File: config.mk
export PLATFORM = sky130hd
export DESIGN_NAME = evq_notify
export DESIGN_NICKNAME = d
export VERILOG_FILES = /design/src/rtl/evq_pkg.sv /design/src/rtl/evq_prod_index.sv /design/src/rtl/evq_write_seq.sv /design/src/rtl/evq_wire_line.sv /design/src/rtl/evq_notify.sv
export SDC_FILE = /design/constraint.sdc
export NUM_CORES = 1
export LEC_CHECK = 0
export BUFFER_PORTS_ARGS = -buffer_cell sky130_fd_sc_hd__buf_2
export CORE_ASPECT_RATIO = 1.25
export CORE_MARGIN = 5
export CORE_UTILIZATION = 30
export DETAILED_ROUTE_END_ITERATION = 16
export GPL_TIMING_DRIVEN = 0
export HOLD_SLACK_MARGIN = 0.03
export MAX_ROUTING_LAYER = met4
export PLACE_DENSITY_LB_ADDON = 0.25
export SLEW_MARGIN = 20
export SYNTH_ARGS = -nofsm -noshare
export SYNTH_HDL_FRONTEND = slang
export SYNTH_SLANG_ARGS = --single-unit
File: constraint.sdc
create_clock -name clk -period 14.75 [get_ports clk]
set_input_delay 0 -clock clk [delete_from_list [all_inputs] [get_ports clk]]
set_output_delay 0 -clock clk [all_outputs]
set_load 0.03 [all_outputs]
File: src/rtl/evq_pkg.sv
package evq_pkg;

  localparam int ADDR_W       = 48;
  localparam int ENTRY_SHIFT  = 5;
  localparam int IRQ_EVQ_BIT  = 2;
  localparam int CAP_MSI_BIT  = 13;

  typedef enum logic [1:0] {
    SEQ_IDLE = 2'd0,
    SEQ_EVT  = 2'd1,
    SEQ_MSG  = 2'd2
  } evq_seq_e;

endpackage

File: src/rtl/evq_prod_index.sv
module evq_prod_index #(
  parameter int MAX_LOG2 = 16,
  parameter int PW       = 32
) (
  input  logic                clk,
  input  logic                rst_n,
  input  logic [4:0]          log2_fld,
  input  logic [PW-1:0]       cons_idx,
  input  logic                accept,
  input  logic                ld_en,
  input  logic [PW-1:0]       ld_val,
  output logic [PW-1:0]       prod_q,
  output logic [MAX_LOG2-1:0] slot_idx,
  output logic                was_empty
);

  logic [4:0]    eff;
  logic [PW-1:0] smask;
  logic [PW-1:0] imask;
  logic [PW-1:0] prod_d;
  logic          prod_en;

  always_comb begin
    eff   = (log2_fld > 5'(MAX_LOG2)) ? 5'(MAX_LOG2) : log2_fld;
    smask = (PW'(1) << (eff + 5'd1)) - PW'(1);
    imask = (PW'(1) << eff) - PW'(1);
  end

  always_comb begin
    was_empty = ((prod_q ^ cons_idx) & smask) == '0;
    slot_idx  = MAX_LOG2'(prod_q & imask);
  end

  always_comb begin
    prod_en = accept | ld_en;
    if (accept)
      prod_d = (prod_q + PW'(1)) & smask;
    else
      prod_d = ld_val;
  end

  always_ff @(posedge clk or negedge rst_n) begin
    if (!rst_n)
      prod_q <= '0;
    else if (prod_en)
      prod_q <= prod_d;
  end

  // after an advance no bit above the wrap mask survives
  a_r3_masked_advance: assert property (@(posedge clk) disable iff (!rst_n)
    accept |=> ((prod_q & ~$past(smask)) == '0));

  // a load with no accept lands unchanged
  a_r8_load_value: assert property (@(posedge clk) disable iff (!rst_n)
    (ld_en && !accept) |=> (prod_q == $past(ld_val)));

endmodule

File: src/rtl/evq_write_seq.sv
module evq_write_seq
  import evq_pkg::*;
#(
  parameter int DATA_W = 64
) (
  input  logic              clk,
  input  logic              rst_n,
  input  logic              ev_valid,
  output logic              ev_ready,
  output logic              accept,
  input  logic [ADDR_W-1:0] ev_addr,
  input  logic [DATA_W-1:0] ev_data,
  input  logic              notify,
  input  logic              msg_ok,
  input  logic [ADDR_W-1:0] msg_addr,
  input  logic [DATA_W-1:0] msg_data,
  input  logic              mw_ready,
  output logic              mw_valid,
  output logic [ADDR_W-1:0] mw_addr,
  output logic [DATA_W-1:0] mw_data,
  output logic              wire_set
);

  evq_seq_e          st_q, st_d;
  logic [ADDR_W-1:0] addr_q, addr_d;
  logic [DATA_W-1:0] data_q, data_d;
  logic [ADDR_W-1:0] maddr_q;
  logic [DATA_W-1:0] mdata_q;
  logic              mpend_q, mpend_d;
  logic              npend_q, npend_d;
  logic              snap_en;
  logic              beat_en;
  logic              hs;

  always_comb begin
    ev_ready = (st_q == SEQ_IDLE);
    accept   = ev_valid & ev_ready;
    mw_valid = (st_q != SEQ_IDLE);
    mw_addr  = addr_q;
    mw_data  = data_q;
    hs       = mw_valid & mw_ready;
    wire_set = (st_q == SEQ_EVT) & hs & npend_q;
  end

  always_comb begin
    st_d    = st_q;
    addr_d  = addr_q;
    data_d  = data_q;
    mpend_d = mpend_q;
    npend_d = npend_q;
    snap_en = 1'b0;
    beat_en = 1'b0;
    case (st_q)
      SEQ_IDLE: begin
        if (accept) begin
          st_d    = SEQ_EVT;
          addr_d  = ev_addr;
          data_d  = ev_data;
          mpend_d = notify & msg_ok;
          npend_d = notify;
          snap_en = 1'b1;
          beat_en = 1'b1;
        end
      end
      SEQ_EVT: begin
        if (hs) begin
          npend_d = 1'b0;
          beat_en = 1'b1;
          if (mpend_q) begin
            st_d   = SEQ_MSG;
            addr_d = maddr_q;
            data_d = mdata_q;
          end else begin
            st_d = SEQ_IDLE;
          end
        end
      end
      SEQ_MSG: begin
        if (hs) begin
          st_d    = SEQ_IDLE;
          mpend_d = 1'b0;
          beat_en = 1'b1;
        end
      end
      default: st_d = SEQ_IDLE;
    endcase
  end

  always_ff @(posedge clk or negedge rst_n) begin
    if (!rst_n) begin
      st_q    <= SEQ_IDLE;
      mpend_q <= 1'b0;
      npend_q <= 1'b0;
    end else begin
      st_q    <= st_d;
      mpend_q <= mpend_d;
      npend_q <= npend_d;
    end
  end

  always_ff @(posedge clk or negedge rst_n) begin
    if (!rst_n) begin
      addr_q <= '0;
      data_q <= '0;
    end else if (beat_en) begin
      addr_q <= addr_d;
      data_q <= data_d;
    end
  end

  always_ff @(posedge clk or negedge rst_n) begin
    if (!rst_n) begin
      maddr_q <= '0;
      mdata_q <= '0;
    end else if (snap_en) begin
      maddr_q <= msg_addr;
      mdata_q <= msg_data;
    end
  end

  // a stalled request holds its payload
  a_r7_hold_request: assert property (@(posedge clk) disable iff (!rst_n)
    (mw_valid && !mw_ready) |=> (mw_valid && $stable(mw_addr) && $stable(mw_data)));

  // no new event is taken while writes are outstanding
  a_r7_busy_after_accept: assert property (@(posedge clk) disable iff (!rst_n)
    accept |=> !ev_ready);

  // the message write never targets address zero
  a_r5_msg_addr_nonzero: assert property (@(posedge clk) disable iff (!rst_n)
    (st_q == SEQ_MSG) |-> (mw_addr != '0));

endmodule

File: src/rtl/evq_wire_line.sv
module evq_wire_line #(
  parameter bit PRESENT = 1'b1
) (
  input  logic clk,
  input  logic rst_n,
  input  logic set,
  input  logic clr,
  output logic line
);

  generate
    if (PRESENT) begin : g_line
      logic line_q, line_d;

      always_comb begin
        line_d = line_q;
        if (clr) line_d = 1'b0;
        if (set) line_d = 1'b1;
      end

      always_ff @(posedge clk or negedge rst_n) begin
        if (!rst_n)
          line_q <= 1'b0;
        else
          line_q <= line_d;
      end

      assign line = line_q;

      // the level only drops after a clear pulse
      a_r6_sticky_level: assert property (@(posedge clk) disable iff (!rst_n)
        $fell(line_q) |-> $past(clr));
    end else begin : g_none
      assign line = 1'b0;
    end
  endgenerate

endmodule

File: src/rtl/evq_notify.sv
module evq_notify
  import evq_pkg::*;
#(
  parameter int MAX_LOG2     = 16,
  parameter int DATA_W       = 64,
  parameter bit WIRE_PRESENT = 1'b1
) (
  input  logic              clk,
  input  logic              rst_n,
  input  logic              ev_valid,
  output logic              ev_ready,
  input  logic [DATA_W-1:0] ev_data,
  input  logic [63:0]       q_base,
  input  logic [31:0]       cons_idx,
  input  logic              prod_load,
  input  logic [31:0]       prod_ld_val,
  output logic [31:0]       prod_out,
  input  logic [31:0]       irq_ctrl,
  input  logic [31:0]       idr_caps,
  input  logic [63:0]       msi_cfg0,
  input  logic [31:0]       msi_cfg1,
  output logic              mw_valid,
  input  logic              mw_ready,
  output logic [47:0]       mw_addr,
  output logic [DATA_W-1:0] mw_data,
  input  logic              irq_clr,
  output logic              irq_wire
);

  logic [1:0]          rst_sync;
  logic                rst_s;
  logic                accept;
  logic                was_empty;
  logic [MAX_LOG2-1:0] slot_idx;
  logic [ADDR_W-1:0]   ev_addr;
  logic [ADDR_W-1:0]   msg_addr;
  logic [DATA_W-1:0]   msg_data;
  logic                notify;
  logic                msg_ok;
  logic                wire_set;
  logic                unused_bits;

  always_ff @(posedge clk or negedge rst_n) begin
    if (!rst_n)
      rst_sync <= 2'b00;
    else
      rst_sync <= {rst_sync[0], 1'b1};
  end
  assign rst_s = rst_sync[1];

  always_comb begin
    ev_addr  = {q_base[47:ENTRY_SHIFT], {ENTRY_SHIFT{1'b0}}}
             + ADDR_W'({slot_idx, {ENTRY_SHIFT{1'b0}}});
    msg_addr = {msi_cfg0[47:2], 2'b00};
    msg_data = DATA_W'(msi_cfg1);
    notify   = irq_ctrl[IRQ_EVQ_BIT] & was_empty;
    msg_ok   = idr_caps[CAP_MSI_BIT] & (msi_cfg0[47:2] != '0);
  end

  assign unused_bits = ^{q_base[63:48], irq_ctrl[31:3], irq_ctrl[1:0],
                         idr_caps[31:14], idr_caps[12:0],
                         msi_cfg0[63:48], msi_cfg0[1:0]};

  evq_prod_index #(
    .MAX_LOG2 (MAX_LOG2),
    .PW       (32)
  ) u_index (
    .clk       (clk),
    .rst_n     (rst_s),
    .log2_fld  (q_base[4:0]),
    .cons_idx  (cons_idx),
    .accept    (accept),
    .ld_en     (prod_load),
    .ld_val    (prod_ld_val),
    .prod_q    (prod_out),
    .slot_idx  (slot_idx),
    .was_empty (was_empty)
  );

  evq_write_seq #(
    .DATA_W (DATA_W)
  ) u_seq (
    .clk      (clk),
    .rst_n    (rst_s),
    .ev_valid (ev_valid),
    .ev_ready (ev_ready),
    .accept   (accept),
    .ev_addr  (ev_addr),
    .ev_data  (ev_data),
    .notify   (notify),
    .msg_ok   (msg_ok),
    .msg_addr (msg_addr),
    .msg_data (msg_data),
    .mw_ready (mw_ready),
    .mw_valid (mw_valid),
    .mw_addr  (mw_addr),
    .mw_data  (mw_data),
    .wire_set (wire_set)
  );

  evq_wire_line #(
    .PRESENT (WIRE_PRESENT)
  ) u_wire (
    .clk   (clk),
    .rst_n (rst_s),
    .set   (wire_set),
    .clr   (irq_clr),
    .line  (irq_wire)
  );

  // the wired level only rises on a completed write handshake
  a_r6_rise_after_write: assert property (@(posedge clk) disable iff (!rst_s)
    $rose(irq_wire) |-> $past(mw_valid && mw_ready));

  // acceptance only happens with the write channel idle
  a_r7_accept_idle: assert property (@(posedge clk) disable iff (!rst_s)
    (ev_valid && ev_ready) |-> !mw_valid);

endmodule

==> results.md <==
| Step | Result | Value |
| --- | --- | --- |
| setup path | Depth of the most critical reg-to-reg path | 13 |
| detailed routing | Top layer reached by signal wires | met4 |
| timing | Total count of hold-check failures in the final report | 0 |
| floorplan | Row count | 82 |
| detailed routing | DRT iter0 DRCs | 731 |
| timing | Final-layout setup total negative slack | 0 ns |
| synth | Post-synthesis instance total | 1366 |
| clock tree | Clock network latency to the later pin of the worst-skew pair | 0.54 ns |
| clock tree | TritonCTS clock tree | done |
| pwr | Leakage Power | 8.772 nW |
| detailed routing | Average via count per standard cell | 5.108 |
| run status | Result of the run | completed |
| finish | Synth-to-layout area growth | 49.90% |
| hold path | Depth of the worst hold-timing path | 6 |
| timing | Worst max-slew margin expressed relative to the limit | 28.38% |
| finish | Share of final-layout standard cells stronger than drive strength 1 | 22.94% |
| timing | Final setup vio count | 0 |
| synth | Proportion of register bits with asynchronous set or reset after synthesis | 100.0% |
| pwr | Cell internal power dissipation | 1.821 mW |
| detailed routing | Total number of vias | 13.12k |
| floorplan | Core outline area | 40010 sq um |
| floorplan | Starting utilization of the core area | 30.28% |
| placed design | Port Buf Inserts | 395 |
| detailed routing | Wire length on met1 | 20560 um |
| setup path | Critical Path Source Type | input pin |
| detailed routing | Antenna viol nets, final | 0 |
| timing | Clock skew after layout | 0.01529 ns |
| floorplan | Die height | 234.7 um |
| pwr | Net Sw Frac | 44.41% |
| floorplan | Ports | 505 |
| timing | Fin crit period | 4.589 ns |
| setup path | Cell with the largest stage delay on the worst path | o2111ai_1 |
| setup path | Critical path class | input pin to register |
| synth | Flip-flop and latch count after synthesis | 227 |
| timing | Max Transition Viols Final | 0 |
| clock tree | Maximum buffer depth of the clock tree | 3 |
| pwr | Total power after layout | 3.276 mW |
| pwr | Share of power burned in registers | 33.2% |
| synth | Leading cell type by number of instances after synthesis | nand2_1 |
| clock tree | Depth of the CTS H-tree | 1 |
| synth | Most frequently used flop master after synthesis | dfrtp_1 |
| setup path | Max stage delay on crit path | 0.62 ns |
| detailed routing | Post-DR wirelength/cell | 20.48 um |
| floorplan | Die width | 189.8 um |
| finish | Utilization after layout | 45.40% |
| finish | Total number of nets in the final design | 2413 |
| setup path | Highest fanout seen on the critical path | 10 |
| grt | Vias in the first global route | 13.83k |
| grt | Global-route wire length before repair | 79560 um |
| synth | Portion of synthesized cell area occupied by the leading cell type | 46.88% |
| grt | Largest net degree at the start of global routing | 53 |
| detailed routing | Drt total wl | 52620 um |
| hold path | Path type of the worst min-delay path | input pin to register |
| timing | Setup repair after global routing missed its margin | false |
| setup path | Data required time at the worst endpoint | 15.21 ns |
| grt | Aggregate global-route resource usage | 23.31% |
| detailed routing | Met3 Routed Length | 3369 um |
| timing | Final worst path period share | 31.11% |
| synth | Most common library cells after synthesis | nand2_1, dfrtp_1, o21ai_0 |
| synth | Count of flip-flops with a built-in enable after synthesis | 0 |
| detailed routing | Wire length on met2 | 26010 um |
| timing | Least-Margin Pin Slew | 1.065 ns |
| detailed routing | First-pass iteration count of the detailed router | 5 |
| synth | Warnings, synthesis | 0 |
| grt | Remaining global-route overflow | 0 |
| synth | Register area share after synthesis | 46.88% |
| clock tree | # clock sinks | 227 |
| clock tree | Clock Tree Root | clkbuf_16 |
| clock tree | Clock input transition at the sequential cells of the worst setup and hold paths | 0.07 ns |
| timing | Highest Clock Rate | 217.9 MHz |
| clock tree | Total setup buffers inserted after CTS | 0 |
| timing | Worst hold-check slack | 0.06750 ns |
| pwr | Power dissipated by switching net loads | 1.455 mW |
| placed design | Dpl hpwl | 38970 um |
| synth | Count of different cell masters after synthesis | 68 |
| setup path | Crit. End Element | register |
| synth | Leading cell types by total area after synthesis | dfrtp_1, nand2_1, mux2i_1 |
| setup path | Chain of cells forming the critical path | clkbuf_1 -> or3_1 -> nor3_1 -> inv_1 -> ha_1 -> clkbuf_1 -> mux2_2 -> nand2_1 -> a21boi_0 -> ha_1 -> nand3_1 -> nor2_1 -> o311a_1 -> o2111ai_1 -> buf_2 -> a211oi_1 -> xnor2_1 -> dlygate4sd3_1 -> o22ai_1 |
| job | Count of max-cap constraint violations | 0 |
| placed design | Global placer's final weighted congestion | 0.9316 |
| grt | Number of antenna violations at the first check in global routing | 15 |
| synth | Cell Area, Synth | 12120 sq um |
| pwr | Power density cells | 180.4 nW/um^2 |
| pwr | Gate power share | 45.3% |
| pwr | Share of total power in the clock network | 21.5% |
| synth | Avg Inst Size Synth | 8.871 sq um |
| floorplan | Die Footprint | 44540 sq um |
| synth | Cell type with the highest aggregate area in the netlist | dfrtp_1 |
| detailed routing | Residual DRC count | 0 |
| pwr | Largest vdd supply drop | 0.09912 mV |
| clock tree | Clock buffers created by TritonCTS | 26 |
| setup path | Critical path arrival | 5.05 ns |
[path summary, 6_finish.rpt]
kind,startpoint,to,slack [ns]
min reg2reg,rst_sync[1],u_index.prod_q[17],0.27
max in group asynchronous,rst_sync[1],u_seq.maddr_q[16],13.34
max,q_base[4],u_seq.mw_addr[46],10.16
min in group asynchronous,rst_sync[1],u_index.prod_q[17],0.27
max reg2reg,u_index.prod_q[0],u_seq.mw_addr[33],10.69
min,q_base[6],u_seq.mw_addr[6],0.07
[sequential cells by signal, indices dropped and copies added (netlist names), 2 cells and up]
signal and cells:
u_seq.st_q 2, u_seq.mw_addr 46, u_seq.mw_data 64, rst_sync 2, u_index.prod_q 32, u_seq.maddr_q 46, u_seq.mdata_q 32
[area by class of cell]
class                      instances  area (sq um)
fill                            3864         21850
multi-input combinational       1035          5987
sequential                       227          5684
timing repair buffer             635          4444
clock buffer                      32         703.2
tap                              504         630.6
buffer                            91         401.6
clock inverter                    14         217.7
inverter                          15         56.30
antenna                           16         40.04
[critical path: cells and delay by family]
family / cells / cell delay, ns
AND/OR/NAND/NOR: 5 / 1.16
adder cells (fa/ha/maj): 2 / 0.58
XOR/XNOR: 1 / 0.15
AO/OA/AOI/OAI: 5 / 1.37
buffers and inverters: 5 / 1.45
multiplexers: 1 / 0.32
[placed cells by master, fill, tap and decap left out, drive strengths merged, types with 13 or more instances in the layout]
master       count
nand2          349
clkbuf         109
dfrtp          227
inv             15
and3            24
buf            414
nor4            20
o22ai           27
a22o            33
xnor2           31
a21oi           69
xor2            31
ha              23
diode           16
o211ai          13
and2            16
o21ai           92
mux2i           46
nor3            18
nand4           14
nand3           27
nor2            68
dlygate4sd3    235
a221o           13
[layer usage]
layer / vias to the layer above / global-route usage [%]
met4: 0 / 10.31
met2: 553 / 40.03
met3: 127 / 4.350
met5: - / -
li1: 6123 / -
met1: 6320 / 26.43
[power groups by stage]
stage	sequential, mW	clock (mW)	combinational (mW)
floorplan	1.37	0	0.616
global placement	1.10	0	1.41
detailed placement	1.09	0	1.44
CTS	1.08	0.724	1.50
global route	1.11	0.748	1.61
finish	1.09	0.705	1.49
[stage by stage]
stage / worst slack [ns] / area (sq um) / std cells
2_1_floorplan: 7.956 / 12130 / 1368
3_3_place_gp: 4.710 / 14730 / 2267
3_5_place_dp: 10.20 / 14850 / 2272
4_1_cts: 10.29 / 18120 / 2553
5_1_grt: 9.795 / 18160 / 2568
6_report: 10.16 / 18160 / 2569
[kinds of logic (layout without fill, tap and decap cells)]
family / after synthesis / count (layout) / synth area share, %
buffers and inverters: 106 / 787 / 3.779
XOR/XNOR: 62 / 62 / 4.481
AO/OA/AOI/OAI: 317 / 317 / 16.93
flip-flops: 227 / 227 / 46.88
adder cells (fa/ha/maj): 24 / 24 / 2.540
AND/OR/NAND/NOR: 581 / 581 / 21.44
other: 2 / 20 / 0.06197
multiplexers: 47 / 47 / 3.893
[timing repair]
| item | CTS | global route |
|---|---|---|
| resized for setup | 0 | 0 |
| hold buffers | 235 | 0 |
| endpoints found under the hold margin | 213 | 0 |
(Power assumes the default switching activity.)
